File: src/rtl/scsi_regbank_pkg.sv
package scsi_regbank_pkg;
  localparam int BYTE_W = 8;
  localparam int OFF_W  = 3;
  localparam int PHASE_W = 3;

  localparam logic [OFF_W-1:0] OFF_DATA   = 3'd0;
  localparam logic [OFF_W-1:0] OFF_ICMD   = 3'd1;
  localparam logic [OFF_W-1:0] OFF_MODE   = 3'd2;
  localparam logic [OFF_W-1:0] OFF_TCMD   = 3'd3;
  localparam logic [OFF_W-1:0] OFF_STAT   = 3'd4;
  localparam logic [OFF_W-1:0] OFF_BSTAT  = 3'd5;
  localparam logic [OFF_W-1:0] OFF_INDATA = 3'd6;
  localparam logic [OFF_W-1:0] OFF_CLEAR  = 3'd7;

  // mode bit positions
  localparam int MD_BLOCK  = 7;
  localparam int MD_TARGET = 6;
  localparam int MD_PCHK   = 5;
  localparam int MD_PINT   = 4;
  localparam int MD_EODINT = 3;
  localparam int MD_BSYMON = 2;
  localparam int MD_DMA    = 1;
  localparam int MD_ARB    = 0;

  // command byte storage mask (bits 6,5 are not stored as command bits)
  localparam logic [BYTE_W-1:0] ICMD_KEEP = 8'h9F;

  typedef struct packed {
    logic wrOut;
    logic wrIcmd;
    logic wrMode;
    logic wrTcmd;
    logic wrSelEn;
    logic rdClear;
  } regStrobeT;
endpackage

File: src/rtl/scsi_reg_ctrl.sv
module scsi_reg_ctrl
  import scsi_regbank_pkg::*;
(
  input  logic             clk,
  input  logic             rstN,
  input  logic [OFF_W-1:0] addr,
  input  logic             wrEn,
  input  logic             rdEn,
  output regStrobeT        stb,
  output logic             dmaSendStb,
  output logic             dmaTgtRecvStb,
  output logic             dmaIniRecvStb
);
  localparam int NUM_OFF = 1 << OFF_W;

  logic [NUM_OFF-1:0] wrHit;
  logic [NUM_OFF-1:0] rdHit;

  genvar g;
  generate
    for (g = 0; g < NUM_OFF; g++) begin : g_dec
      assign wrHit[g] = wrEn && (addr == OFF_W'(g));
      assign rdHit[g] = rdEn && (addr == OFF_W'(g));
    end
  endgenerate

  always_comb begin
    stb.wrOut   = wrHit[OFF_DATA];
    stb.wrIcmd  = wrHit[OFF_ICMD];
    stb.wrMode  = wrHit[OFF_MODE];
    stb.wrTcmd  = wrHit[OFF_TCMD];
    stb.wrSelEn = wrHit[OFF_STAT];
    stb.rdClear = rdHit[OFF_CLEAR];
  end

  always_ff @(posedge clk) begin
    if (!rstN) begin
      dmaSendStb    <= 1'b0;
      dmaTgtRecvStb <= 1'b0;
      dmaIniRecvStb <= 1'b0;
    end else begin
      dmaSendStb    <= wrHit[OFF_BSTAT];
      dmaTgtRecvStb <= wrHit[OFF_INDATA];
      dmaIniRecvStb <= wrHit[OFF_CLEAR];
    end
  end


  // Spans the clock edge: write accepted in one cycle, pulse seen in the next.
  send_pulse_chk: assert property (@(posedge clk) disable iff (!rstN)
    (wrEn && addr == OFF_BSTAT) |=> dmaSendStb);


  // Outputs only: at most one start pulse at a time.
  one_start_chk: assert property (@(posedge clk) disable iff (!rstN)
    $onehot0({dmaSendStb, dmaTgtRecvStb, dmaIniRecvStb}));


  // Spans the clock edge: no write in one cycle means no pulse in the next.
  pulse_width_chk: assert property (@(posedge clk) disable iff (!rstN)
    !wrEn |=> !(dmaSendStb || dmaTgtRecvStb || dmaIniRecvStb));
endmodule

File: src/rtl/scsi_reg_dpath.sv
module scsi_reg_dpath
  import scsi_regbank_pkg::*;
(
  input  logic              clk,
  input  logic              rstN,
  input  regStrobeT         stb,
  input  logic [OFF_W-1:0]  addr,
  input  logic [BYTE_W-1:0] wrData,
  output logic [BYTE_W-1:0] rdData,
  input  logic [BYTE_W-1:0] busDataIn,
  input  logic              busParityIn,
  input  logic              busRstIn,
  input  logic              busBsyIn,
  input  logic              busReqIn,
  input  logic              busMsgIn,
  input  logic              busCdIn,
  input  logic              busIoIn,
  input  logic              busSelIn,
  input  logic              busAtnIn,
  input  logic              busAckIn,
  input  logic              arbActiveIn,
  input  logic              arbLostIn,
  input  logic              drqIn,
  input  logic              eodIn,
  input  logic              lastByteSentIn,
  output logic [BYTE_W-1:0] busDataOut,
  output logic              busDataOe,
  output logic              rstOut,
  output logic              bsyOut,
  output logic              selOut,
  output logic              atnOut,
  output logic              ackOut,
  output logic              reqOut,
  output logic              msgOut,
  output logic              cdOut,
  output logic              ioOut,
  output logic              irqOut
);
  localparam int TCMD_W = PHASE_W + 1;

  logic [BYTE_W-1:0] outReg;
  logic [BYTE_W-1:0] icmdReg;
  logic              triState;
  logic [BYTE_W-1:0] modeReg;
  logic [TCMD_W-1:0] tcmdReg;
  logic [BYTE_W-1:0] selEnReg;
  logic [BYTE_W-1:0] inReg;
  logic              parErr;
  logic              busyErr;
  logic              eodFlag;
  logic              irqFlag;
  logic              prevReq;
  logic              prevAck;
  logic              prevBsy;

  logic [PHASE_W-1:0] busPhase;
  logic               phaseMatch;
  logic               latchEvt;
  logic               parityBad;
  logic               parEvt;
  logic               busyEvt;
  logic               selEvt;
  logic               mismatchEvt;
  logic               irqSrc;
  logic               targetMode;
  logic               dmaMode;

  assign targetMode = modeReg[MD_TARGET];
  assign dmaMode    = modeReg[MD_DMA];
  assign busPhase   = {busMsgIn, busCdIn, busIoIn};
  assign phaseMatch = (busPhase == tcmdReg[PHASE_W-1:0]);

  // handshake edge capture
  assign latchEvt  = dmaMode && (targetMode ? (prevAck && !busAckIn)
                                            : (prevReq && !busReqIn));
  assign parityBad = ~^{busDataIn, busParityIn};
  assign parEvt    = latchEvt && modeReg[MD_PCHK] && parityBad;
  assign busyEvt   = modeReg[MD_BSYMON] && prevBsy && !busBsyIn;
  assign selEvt    = !busBsyIn && busSelIn && |(selEnReg & busDataIn);
  assign mismatchEvt = dmaMode && !phaseMatch;
  assign irqSrc    = selEvt
                   | (parEvt && modeReg[MD_PINT])
                   | (eodIn && modeReg[MD_EODINT])
                   | busyEvt
                   | mismatchEvt;

  always_ff @(posedge clk) begin
    if (!rstN) begin
      outReg   <= '0;
      icmdReg  <= '0;
      triState <= 1'b0;
      modeReg  <= '0;
      tcmdReg  <= '0;
      selEnReg <= '0;
      inReg    <= '0;
      parErr   <= 1'b0;
      busyErr  <= 1'b0;
      eodFlag  <= 1'b0;
      irqFlag  <= 1'b0;
      prevReq  <= 1'b0;
      prevAck  <= 1'b0;
      prevBsy  <= 1'b0;
    end else begin
      prevReq <= busReqIn;
      prevAck <= busAckIn;
      prevBsy <= busBsyIn;
      if (stb.wrOut)   outReg <= wrData;
      if (stb.wrIcmd) begin
        icmdReg  <= wrData & ICMD_KEEP;
        triState <= wrData[6];
      end
      if (stb.wrMode)  modeReg  <= wrData;
      if (stb.wrTcmd)  tcmdReg  <= wrData[TCMD_W-1:0];
      if (stb.wrSelEn) selEnReg <= wrData;
      if (latchEvt)    inReg    <= busDataIn;

      if (stb.wrMode && !wrData[MD_DMA]) eodFlag <= 1'b0;
      else if (eodIn)                    eodFlag <= 1'b1;

      if (stb.rdClear) begin
        parErr  <= 1'b0;
        busyErr <= 1'b0;
        irqFlag <= 1'b0;
      end else begin
        if (parEvt)  parErr  <= 1'b1;
        if (busyEvt) busyErr <= 1'b1;
        if (irqSrc)  irqFlag <= 1'b1;
      end
    end
  end

  // line drives
  always_comb begin
    rstOut = !triState && icmdReg[7];
    ackOut = !triState && icmdReg[4] && !targetMode;
    bsyOut = !triState && icmdReg[3];
    selOut = !triState && icmdReg[2];
    atnOut = !triState && icmdReg[1];
    reqOut = !triState && targetMode && tcmdReg[3];
    msgOut = !triState && targetMode && tcmdReg[2];
    cdOut  = !triState && targetMode && tcmdReg[1];
    ioOut  = !triState && targetMode && tcmdReg[0];
    busDataOut = outReg;
    busDataOe  = !triState && (arbActiveIn || (icmdReg[0] && phaseMatch));
    irqOut     = irqFlag;
  end

  // read mux
  always_comb begin
    unique case (addr)
      OFF_DATA:   rdData = busDataIn;
      OFF_ICMD:   rdData = icmdReg | {1'b0, arbActiveIn, arbLostIn, 5'b0};
      OFF_MODE:   rdData = modeReg;
      OFF_TCMD:   rdData = {lastByteSentIn, {(BYTE_W-1-TCMD_W){1'b0}}, tcmdReg};
      OFF_STAT:   rdData = {busRstIn, busBsyIn, busReqIn, busMsgIn,
                            busCdIn, busIoIn, busSelIn, busParityIn};
      OFF_BSTAT:  rdData = {eodFlag, drqIn, parErr, irqFlag,
                            phaseMatch, busyErr, busAtnIn, busAckIn};
      OFF_INDATA: rdData = inReg;
      default:    rdData = '0;
    endcase
  end


  // Clear priority: register state after the offset-7 read.
  irq_clear_chk: assert property (@(posedge clk) disable iff (!rstN)
    stb.rdClear |=> (!irqFlag && !parErr && !busyErr));


  // Sticky: once set, the interrupt survives any cycle without a clear read.
  irq_sticky_chk: assert property (@(posedge clk) disable iff (!rstN)
    (irqFlag && !stb.rdClear) |=> irqFlag);


  // Capture register holds while DMA mode is off.
  no_capture_chk: assert property (@(posedge clk) disable iff (!rstN)
    !dmaMode |=> $stable(inReg));


  // Bus BSY falling with the monitor on reaches the interrupt in the next cycle.
  busy_irq_chk: assert property (@(posedge clk) disable iff (!rstN)
    (modeReg[MD_BSYMON] && prevBsy && !busBsyIn && !stb.rdClear) |=> irqFlag);


  // Parity error holds until the clear read.
  parity_sticky_chk: assert property (@(posedge clk) disable iff (!rstN)
    (parErr && !stb.rdClear) |=> parErr);
endmodule

File: src/rtl/scsi_regbank.sv
module scsi_regbank
  import scsi_regbank_pkg::*;
(
  input  logic       clk,
  input  logic       rstN,
  input  logic [2:0] addr,
  input  logic       wrEn,
  input  logic       rdEn,
  input  logic [7:0] wrData,
  output logic [7:0] rdData,
  input  logic [7:0] busDataIn,
  input  logic       busParityIn,
  input  logic       busRstIn,
  input  logic       busBsyIn,
  input  logic       busReqIn,
  input  logic       busMsgIn,
  input  logic       busCdIn,
  input  logic       busIoIn,
  input  logic       busSelIn,
  input  logic       busAtnIn,
  input  logic       busAckIn,
  input  logic       arbActiveIn,
  input  logic       arbLostIn,
  input  logic       drqIn,
  input  logic       eodIn,
  input  logic       lastByteSentIn,
  output logic [7:0] busDataOut,
  output logic       busDataOe,
  output logic       rstOut,
  output logic       bsyOut,
  output logic       selOut,
  output logic       atnOut,
  output logic       ackOut,
  output logic       reqOut,
  output logic       msgOut,
  output logic       cdOut,
  output logic       ioOut,
  output logic       irqOut,
  output logic       dmaSendStb,
  output logic       dmaTgtRecvStb,
  output logic       dmaIniRecvStb
);
  regStrobeT stb;

  scsi_reg_ctrl u_ctrl (
    .clk(clk), .rstN(rstN), .addr(addr), .wrEn(wrEn), .rdEn(rdEn),
    .stb(stb), .dmaSendStb(dmaSendStb), .dmaTgtRecvStb(dmaTgtRecvStb),
    .dmaIniRecvStb(dmaIniRecvStb)
  );

  scsi_reg_dpath u_dpath (
    .clk(clk), .rstN(rstN), .stb(stb), .addr(addr), .wrData(wrData),
    .rdData(rdData), .busDataIn(busDataIn), .busParityIn(busParityIn),
    .busRstIn(busRstIn), .busBsyIn(busBsyIn), .busReqIn(busReqIn),
    .busMsgIn(busMsgIn), .busCdIn(busCdIn), .busIoIn(busIoIn),
    .busSelIn(busSelIn), .busAtnIn(busAtnIn), .busAckIn(busAckIn),
    .arbActiveIn(arbActiveIn), .arbLostIn(arbLostIn), .drqIn(drqIn),
    .eodIn(eodIn), .lastByteSentIn(lastByteSentIn),
    .busDataOut(busDataOut), .busDataOe(busDataOe), .rstOut(rstOut),
    .bsyOut(bsyOut), .selOut(selOut), .atnOut(atnOut), .ackOut(ackOut),
    .reqOut(reqOut), .msgOut(msgOut), .cdOut(cdOut), .ioOut(ioOut),
    .irqOut(irqOut)
  );
endmodule

File: config.mk
export PLATFORM = sky130hd
export DESIGN_NAME = scsi_regbank
export DESIGN_NICKNAME = d
export VERILOG_FILES = /design/src/rtl/scsi_regbank_pkg.sv /design/src/rtl/scsi_reg_ctrl.sv /design/src/rtl/scsi_reg_dpath.sv /design/src/rtl/scsi_regbank.sv
export SDC_FILE = /design/constraint.sdc
export NUM_CORES = 1
export LEC_CHECK = 0
export ABC_AREA = 1
export BUFFER_PORTS_ARGS = -buffer_cell sky130_fd_sc_hd__buf_2
export CORE_ASPECT_RATIO = 1.75
export CORE_MARGIN = 2
export CORE_UTILIZATION = 57
export DETAILED_ROUTE_END_ITERATION = 10
export PLACE_DENSITY_LB_ADDON = 0.3
export SYNTH_ARGS = -nofsm -noshare
export SYNTH_HDL_FRONTEND = slang
export SYNTH_HIERARCHICAL = 1
export SYNTH_SLANG_ARGS = --single-unit
export TNS_END_PERCENT = 20
File: constraint.sdc
create_clock -name clk -period 2.1 [get_ports clk]
set_input_delay 0.21 -clock clk [delete_from_list [all_inputs] [get_ports clk]]
set_output_delay 0.21 -clock clk [all_outputs]
set_load 0.005 [all_outputs]
Word-level counts from Yosys, hierarchy flattened
Cells that the tools add are included.

Reduce and logical (&&, ||, !) cells: 48. Equality and inequality tests: 8. Bitwise operators: 7. Muxes and demuxes: 2.

Operators with widths (count): $pmux 8 s7 (1); $logic_and 1x1->1 (35); $eq 3x3->1 const B (4); $reduce_xnor 9->1 (1); $and 8x8->8 (1); $or 8x7->8 (1); $reduce_or 8->1 (1); $logic_not 1->1 (7); $eq 3x2->1 const B (2); $or 1x1->1 (4); $reduce_or 2->1 (2); $eq 3x1->1 const B (1); $eq 3x3->1 (1); $logic_not 3->1 (1); $logic_or 1x1->1 (1); $mux 1 (1); $not 1->1 (1).

Flip-flop bits (word level): 53. Word-level logic and storage cells: 82.

Longest topological paths before layout
Gate-level depths: netlist of the first run.

Depth after elaboration: 11. Depth in mapped cells: 11. Depth with buffers taken out: 11.

Cells and area by module
Netlist of the first run, hierarchy kept.

By module, submodules not included: scsi_reg_dpath (cells an instance 366, area each 2482.4 um2, times used 1); scsi_reg_ctrl (cells an instance 28, area each 181.4 um2, times used 1).

Worst setup path after synthesis of the first run
OpenSTA, ideal clock, no wires.

Kind: in2reg. Start: input port addr[2]. End: register u_dpath.eodFlag. Path buffers: 1. Data required time: 1.980 ns. Cell stages on the path: 7. Arrival time: 0.970 ns. Slack: 1.009 ns. Cells stage by stage: inv_1 nand2_2 nor2_1 buf_4 clkinv_1 o21ai_0 nor2_1.

Word-level cells in the longest chain between the ends: 4.

RTL lines: start, declared (RTL line scsi_regbank.sv:6) `input logic [2:0] addr,`; $eq 3x2->1 (RTL line scsi_reg_ctrl.sv:22) `assign wrHit[g] = wrEn && (addr == OFF_W'(g));`; $logic_and 1x1->1 (RTL line scsi_reg_ctrl.sv:22); named net u_ctrl.wrHit[2] (RTL line scsi_reg_ctrl.sv:16) `logic [NUM_OFF-1:0] wrHit;`; $logic_and 1x1->1 (RTL line scsi_reg_dpath.sv:117) `if (stb.wrMode && !wrData[MD_DMA]) eodFlag <= 1'b0;`; $reduce_or 2->1 (no line); end signal, assigned (RTL line scsi_reg_dpath.sv:98) `eodFlag <= 1'b0;`; end signal, assigned (RTL line scsi_reg_dpath.sv:117); end signal, assigned (RTL line scsi_reg_dpath.sv:118) `else if (eodIn) eodFlag <= 1'b1;`; end, declared (RTL line scsi_reg_dpath.sv:50) `logic eodFlag;`.

The timed path passes the listed nets, and every way through them passes these cells. A chain may end at the register's enable or synchronous reset.

Final worst setup path of the first run
Start: register u_dpath.tcmdReg[0]. End: output port rdData[3].

Word-level cells in the longest chain between the ends: 2.

RTL lines: start, declared (RTL line scsi_reg_dpath.sv:45) `logic [TCMD_W-1:0] tcmdReg;`; start signal, assigned (RTL line scsi_reg_dpath.sv:113) `if (stb.wrTcmd) tcmdReg <= wrData[TCMD_W-1:0];`; $eq 3x3->1 (RTL line scsi_reg_dpath.sv:71) `assign phaseMatch = (busPhase == tcmdReg[PHASE_W-1:0]);`; $pmux 8 s7 (RTL line scsi_reg_dpath.sv:150) `unique case (addr)`; end, declared (RTL line scsi_regbank.sv:10) `output logic [7:0] rdData,`.

Every way passes these cells.

==> flow_summary.yaml, run 1 <==
status:
  status: "complete, no violations"
floorplanning:
  initial_core_util_pct: 59.9
  dieWidth_microns: 55.7
  num_rows: 32
  dieArea_sq_mm: 0.00526
  core_area_sq_mm: 0.00444
  die_h_microns: 94.4
  ios: 68
hold_path:
  hp-class: "input port to register"
  hp-start: "busBsyIn"
critical_path:
  critical_path_class: "register to output pin"
  crit_start: "u_dpath/tcmdReg[0]"
  arrival_ns: 1.37
  critPathCaptureType: "output pin"
  rr_startpoint: "u_dpath/modeReg[6]"
  required_ns: 1.89
  setup.worst_path.start_class: "register"
  critPathMaxFanout: 3
timing:
  finClkSkew_ns: 0.00471
  maxSlewHeadroom_pct: 54.1
  max_freq_ghz: 0.632
  hold_violations: 0
  timing.final.crit_share_pct: 75.3
  min_period_ns: 1.58
  tns_ns: 0
  setup_viol: 0
  worst_slew_pin_slew_ns: 0.688
  drv_slew: 0
  rsz0062_at_grt: "no"
cts:
  hold_buffers: 0
  numCtsBuffers: 5
  cts_resized: 0
  path_clk_slew_ns: 0.09
  cts.sinks: 53
  clk_latency_ns: 0.31
  post_cts.repair.setup_buffers: 0
  cts_buffer_depth: 2
  h-tree-depth: 2
  cts_tree: "yes"
  root_buffer: "clkbuf_8"
global_routing:
  grt_pass1_vias: 2710
  track_usage_pct: 30.6
  antenna_found_initial: 0
  grt_max_degree: 49
  overflow: 0
  grt_pass1_wl_microns: 12500
synth:
  syn_area_per_cell_sq_um: 6.76
  ys_types: 27
  syn_area_sq_mm: 0.00266
  syn-num-nets: 432
  ys_seq_elements: 53
  syn_inst: 394
  ys_seq_area_share_pct: 39.8
  ys_warn_count: 6
place:
  dp_hpwl_microns: 5860
  gp_congestion: 0.942
  io_buffers: 67
route:
  drc_errors: 0
  first_pass_iters: 5
  final_antenna_net_count: 0
  drtIter0Drc: 173
  wl_per_cell_microns: 15.3
  drt_wl_total_microns: 7760
  viasPerCell: 5.75
  vias: 2920
pwr:
  p_leak_nw: 1.56
  p_per_area_mw_per_mm2: 657
  ir_drop_mv: 0.809
  p_total_mw: 2.04
layout:
  filler_cell_count: 405
  final_cell_mix: "nor2_1 (81), nand2_1 (75), buf_2 (67), dfxtp_1 (53), o21ai_0 (46)"
  drive_gt1_share_pct: 21.7
  n_antenna_cell: 0
  utilization_pct: 70.0
  ff_latch_area_sq_mm: 0.00106
  mostFrequentLayoutCell: "nor2_1"
  final_nets: 494
  syn2layout_area_growth_pct: 16.7
  multi_input_area_sq_mm: 0.00133
run:
  drv_cap: 0
registers in the layout (all words and copies together) (netlist names):
name,count
u_ctrl/dmaSendStb,1
u_dpath/selEnReg,8
u_ctrl/dmaIniRecvStb,1
u_dpath/irqOut,1
u_dpath/triState,1
u_dpath/inReg,8
u_dpath/busyErr,1
u_dpath/modeReg,8
u_dpath/prevAck,1
u_dpath/prevBsy,1
u_ctrl/dmaTgtRecvStb,1
u_dpath/tcmdReg,4
u_dpath/busDataOut,8
u_dpath/prevReq,1
u_dpath/eodFlag,1
u_dpath/icmdReg,6
u_dpath/parErr,1
critical path: stages (launching register included):
cell and delay (ns):
dfxtp_1 0.42, xnor2_1 0.16, nand3_1 0.15, o211ai_1 0.19, buf_2 0.14
cells by family after synthesis:
kind of cell,Yosys count,share of synthesized area (%)
buf+inv,66,10.2
xor+xnor,3,0.987
simple gates,176,27.1
flops,53,39.8
compound gates,96,21.9
path summary, 6_finish.rpt:
check | to | slack, ns | cells after the start
worst max-delay path | rdData[3] | 0.52 | 4
worst min register to register | u_dpath/selEnReg[4] | 0.46 | 2
worst min-delay path | u_dpath/prevBsy | 0.11 | 3
worst max register to register | u_dpath/inReg[5] | 0.65 | 8
cell usage after synthesis:
cell | n | area [sq um]
a21oi_1 | 29 | 145
a221oi_1 | 2 | 17.5
a221oi_2 | 7 | 105
a22o_1 | 1 | 8.76
a22oi_1 | 2 | 15.0
buf_2 | 1 | 5.00
buf_4 | 6 | 45.0
clkbuf_1 | 6 | 22.5
clkinv_1 | 1 | 3.75
dfxtp_1 | 53 | 1060
inv_1 | 44 | 165
inv_2 | 8 | 30.0
nand2_1 | 75 | 282
nand2_2 | 3 | 18.8
nand3_1 | 8 | 40.0
nand3_2 | 3 | 30.0
nand4_1 | 3 | 18.8
nor2_1 | 81 | 304
nor2_2 | 1 | 6.26
nor3_4 | 1 | 16.3
o2111ai_1 | 3 | 26.3
o211ai_1 | 1 | 7.51
o21ai_0 | 46 | 230
o21ai_1 | 3 | 15.0
o22ai_1 | 2 | 12.5
or2_2 | 1 | 6.26
xnor2_1 | 3 | 26.3
layer usage:
layer	routed length, microns	up-vias	track usage, %	share of wire [%]
met5	0	-	0	0
met4	454	0	21.1	5.8
met3	615	41	5.21	7.9
met2	3840	167	53.9	50
met1	2850	1315	32.8	37
li1	-	1397	-	-
power by group:
group	switching (mW)	internal [mW]	total, mW
combinational	0.189	0.106	0.296
sequential	0.0221	1.04	1.06
clock	0.329	0.358	0.687
total	0.541	1.50	2.04
final cells by class:
class,count,share of cell area (%)
multi-input combinational,275,42.8
clock inverter,2,1.25
inverter,53,6.40
clock buffer,6,2.33
sequential,53,34.1
timing repair buffer,68,11.0
tap,51,2.05
per-stage QoR:
| step | hold slack (ns) | instance area [sq um] | std cells | setup slack (ns) |
|---|---|---|---|---|
| after floorplan | 0.303 | 2660 | 394 | 1.01 |
| after global placement | 0.424 | 3000 | 500 | 0.544 |
| after detailed placement | 0.425 | 3000 | 500 | 0.437 |
| after CTS | 0.109 | 3110 | 508 | 0.549 |
| after global routing | 0.130 | 3110 | 508 | 0.460 |
| final | 0.110 | 3110 | 508 | 0.518 |
Power figures use the tool's default switching activity.
==> run 2, diff against run 1 <==
CORE_UTILIZATION = 53   (was 57)
clock period = 1.6 ns   (was 2.1 ns; I/O delays follow)
==> flow_summary.yaml, run 2 (same netlist as run 1, synthesis figures left out) <==
layout:
  utilization_pct: 64.7
  mostFrequentLayoutCell: "nor2_1"
  final_cells: 515
  drive_gt1_share_pct: 22.6
  design_area_sq_mm: 0.00317
  n_antenna_cell: 0
  syn2layout_area_growth_pct: 18.8
  final_nets: 498
  final_cell_mix: "nor2_1 (81), nand2_1 (75), buf_2 (67), dfxtp_1 (53), o21ai_0 (46)"
global_routing:
  overflow: 0
  grt_max_degree: 21
  grt_pass1_vias: 2740
  track_usage_pct: 28.8
  grt_pass1_wl_microns: 12600
  antenna_found_initial: 0
place:
  gp_congestion: 0.970
  placed_area_sq_mm: 0.00303
  preCtsSetupSlack_ns: 0.162
  place_inst: 507
  dp_hpwl_microns: 6090
  io_buffers: 67
cts:
  path_clk_slew_ns: 0.10
  post_cts.repair.setup_buffers: 0
  cts_buffer_depth: 2
  cts.sinks: 53
  h-tree-depth: 2
  numCtsBuffers: 5
  root_buffer: "clkbuf_8"
  hold_buffers: 0
  cts_resized: 0
  cts_tree: "yes"
  clk_latency_ns: 0.30
critical_path:
  reg2reg_slack_ns: 0.17
  critical_path_class: "register to output pin"
  setup.worst_path.start_class: "register"
  critPathMaxFanout: 2
  critPathCaptureType: "output pin"
  arrival_ns: 1.34
  required_ns: 1.44
hold_path:
  hp-class: "input port to register"
floorplanning:
  dieArea_sq_mm: 0.00563
  initial_core_util_pct: 54.5
  dieWidth_microns: 57.6
  die_h_microns: 97.8
  core_area_sq_mm: 0.00489
  num_rows: 34
  ios: 68
timing:
  hold-worst-slack_ns: 0.0719
  maxSlewHeadroom_pct: 73.6
  tns_ns: 0
  timing.final.crit_share_pct: 93.7
  hold_violations: 0
  finClkSkew_ns: 0.00709
  min_period_ns: 1.50
  drv_slew: 0
  setup_ws_ns: 0.100
  rsz0062_at_grt: "no"
  setup_viol: 0
  max_freq_ghz: 0.667
  worst_slew_pin_slew_ns: 0.395
pwr:
  p_total_mw: 2.84
  p_per_area_mw_per_mm2: 897
  clockPowerShare_pct: 37.2
  p_switching_mw: 0.714
  pwr-share-comb_pct: 13.9
  p_leak_nw: 1.60
  intPower_mw: 2.13
  swShare_pct: 25.1
  power_frac_seq_pct: 48.9
  ir_drop_mv: 1.05
route:
  first_pass_iters: 4
  viasPerCell: 5.40
  wl_met3_microns: 489
  final_antenna_net_count: 0
  dr_wl_met2_microns: 3910
  drc_errors: 0
  wl_per_cell_microns: 15.2
  drt_wl_total_microns: 7820
  wl_met1_microns: 3020
  drtIter0Drc: 151
  dr.max_layer_used: "met4"
  vias: 2779
run:
  drv_cap: 0
status:
  status: "complete, no violations"
==> run 2: final timing paths <==
check / from / to / cells past startpoint
worst max-delay path: u_dpath/tcmdReg[1] / rdData[3] / 4
worst min-delay path: busBsyIn / u_dpath/prevBsy / 3
worst max register to register: u_dpath/modeReg[6] / u_dpath/irqOut / 8
worst min register to register: u_dpath/selEnReg[4] / u_dpath/selEnReg[4] / 2
==> run 2: routing by layer <==
layer / up-vias / GRT usage, %
met5: - / 0
met4: 0 / 17.7
met3: 30 / 5.03
met2: 105 / 49.4
met1: 1240 / 31.8
li1: 1404 / -
==> run 2: power groups by stage <==
stage | registers, mW | logic, mW | clock network, mW
global route | 1.39 | 0.441 | 1.12
detailed placement | 1.42 | 0.390 | 0
floorplan | 1.41 | 0.215 | 0
finish | 1.39 | 0.395 | 1.06
global placement | 1.42 | 0.384 | 0
CTS | 1.39 | 0.392 | 1.07
==> run 2: worst max-delay path, stage by stage, from the launching register on <==
cell,delay [ns]
dfxtp_1,0.33
xnor2_1,0.24
nand3_1,0.14
o211ai_1,0.19
buf_2,0.14
==> run 2: cell type report <==
cell class | instances | area, sq um
Clock inverter | 3 | 65.1
Clock buffer | 5 | 68.8
Sequential cell | 53 | 1060
Inverter | 53 | 199
Timing Repair Buffer | 72 | 373
Fill cell | 462 | 1730
Tap cell | 54 | 67.6
Multi-Input combinational cell | 275 | 1330
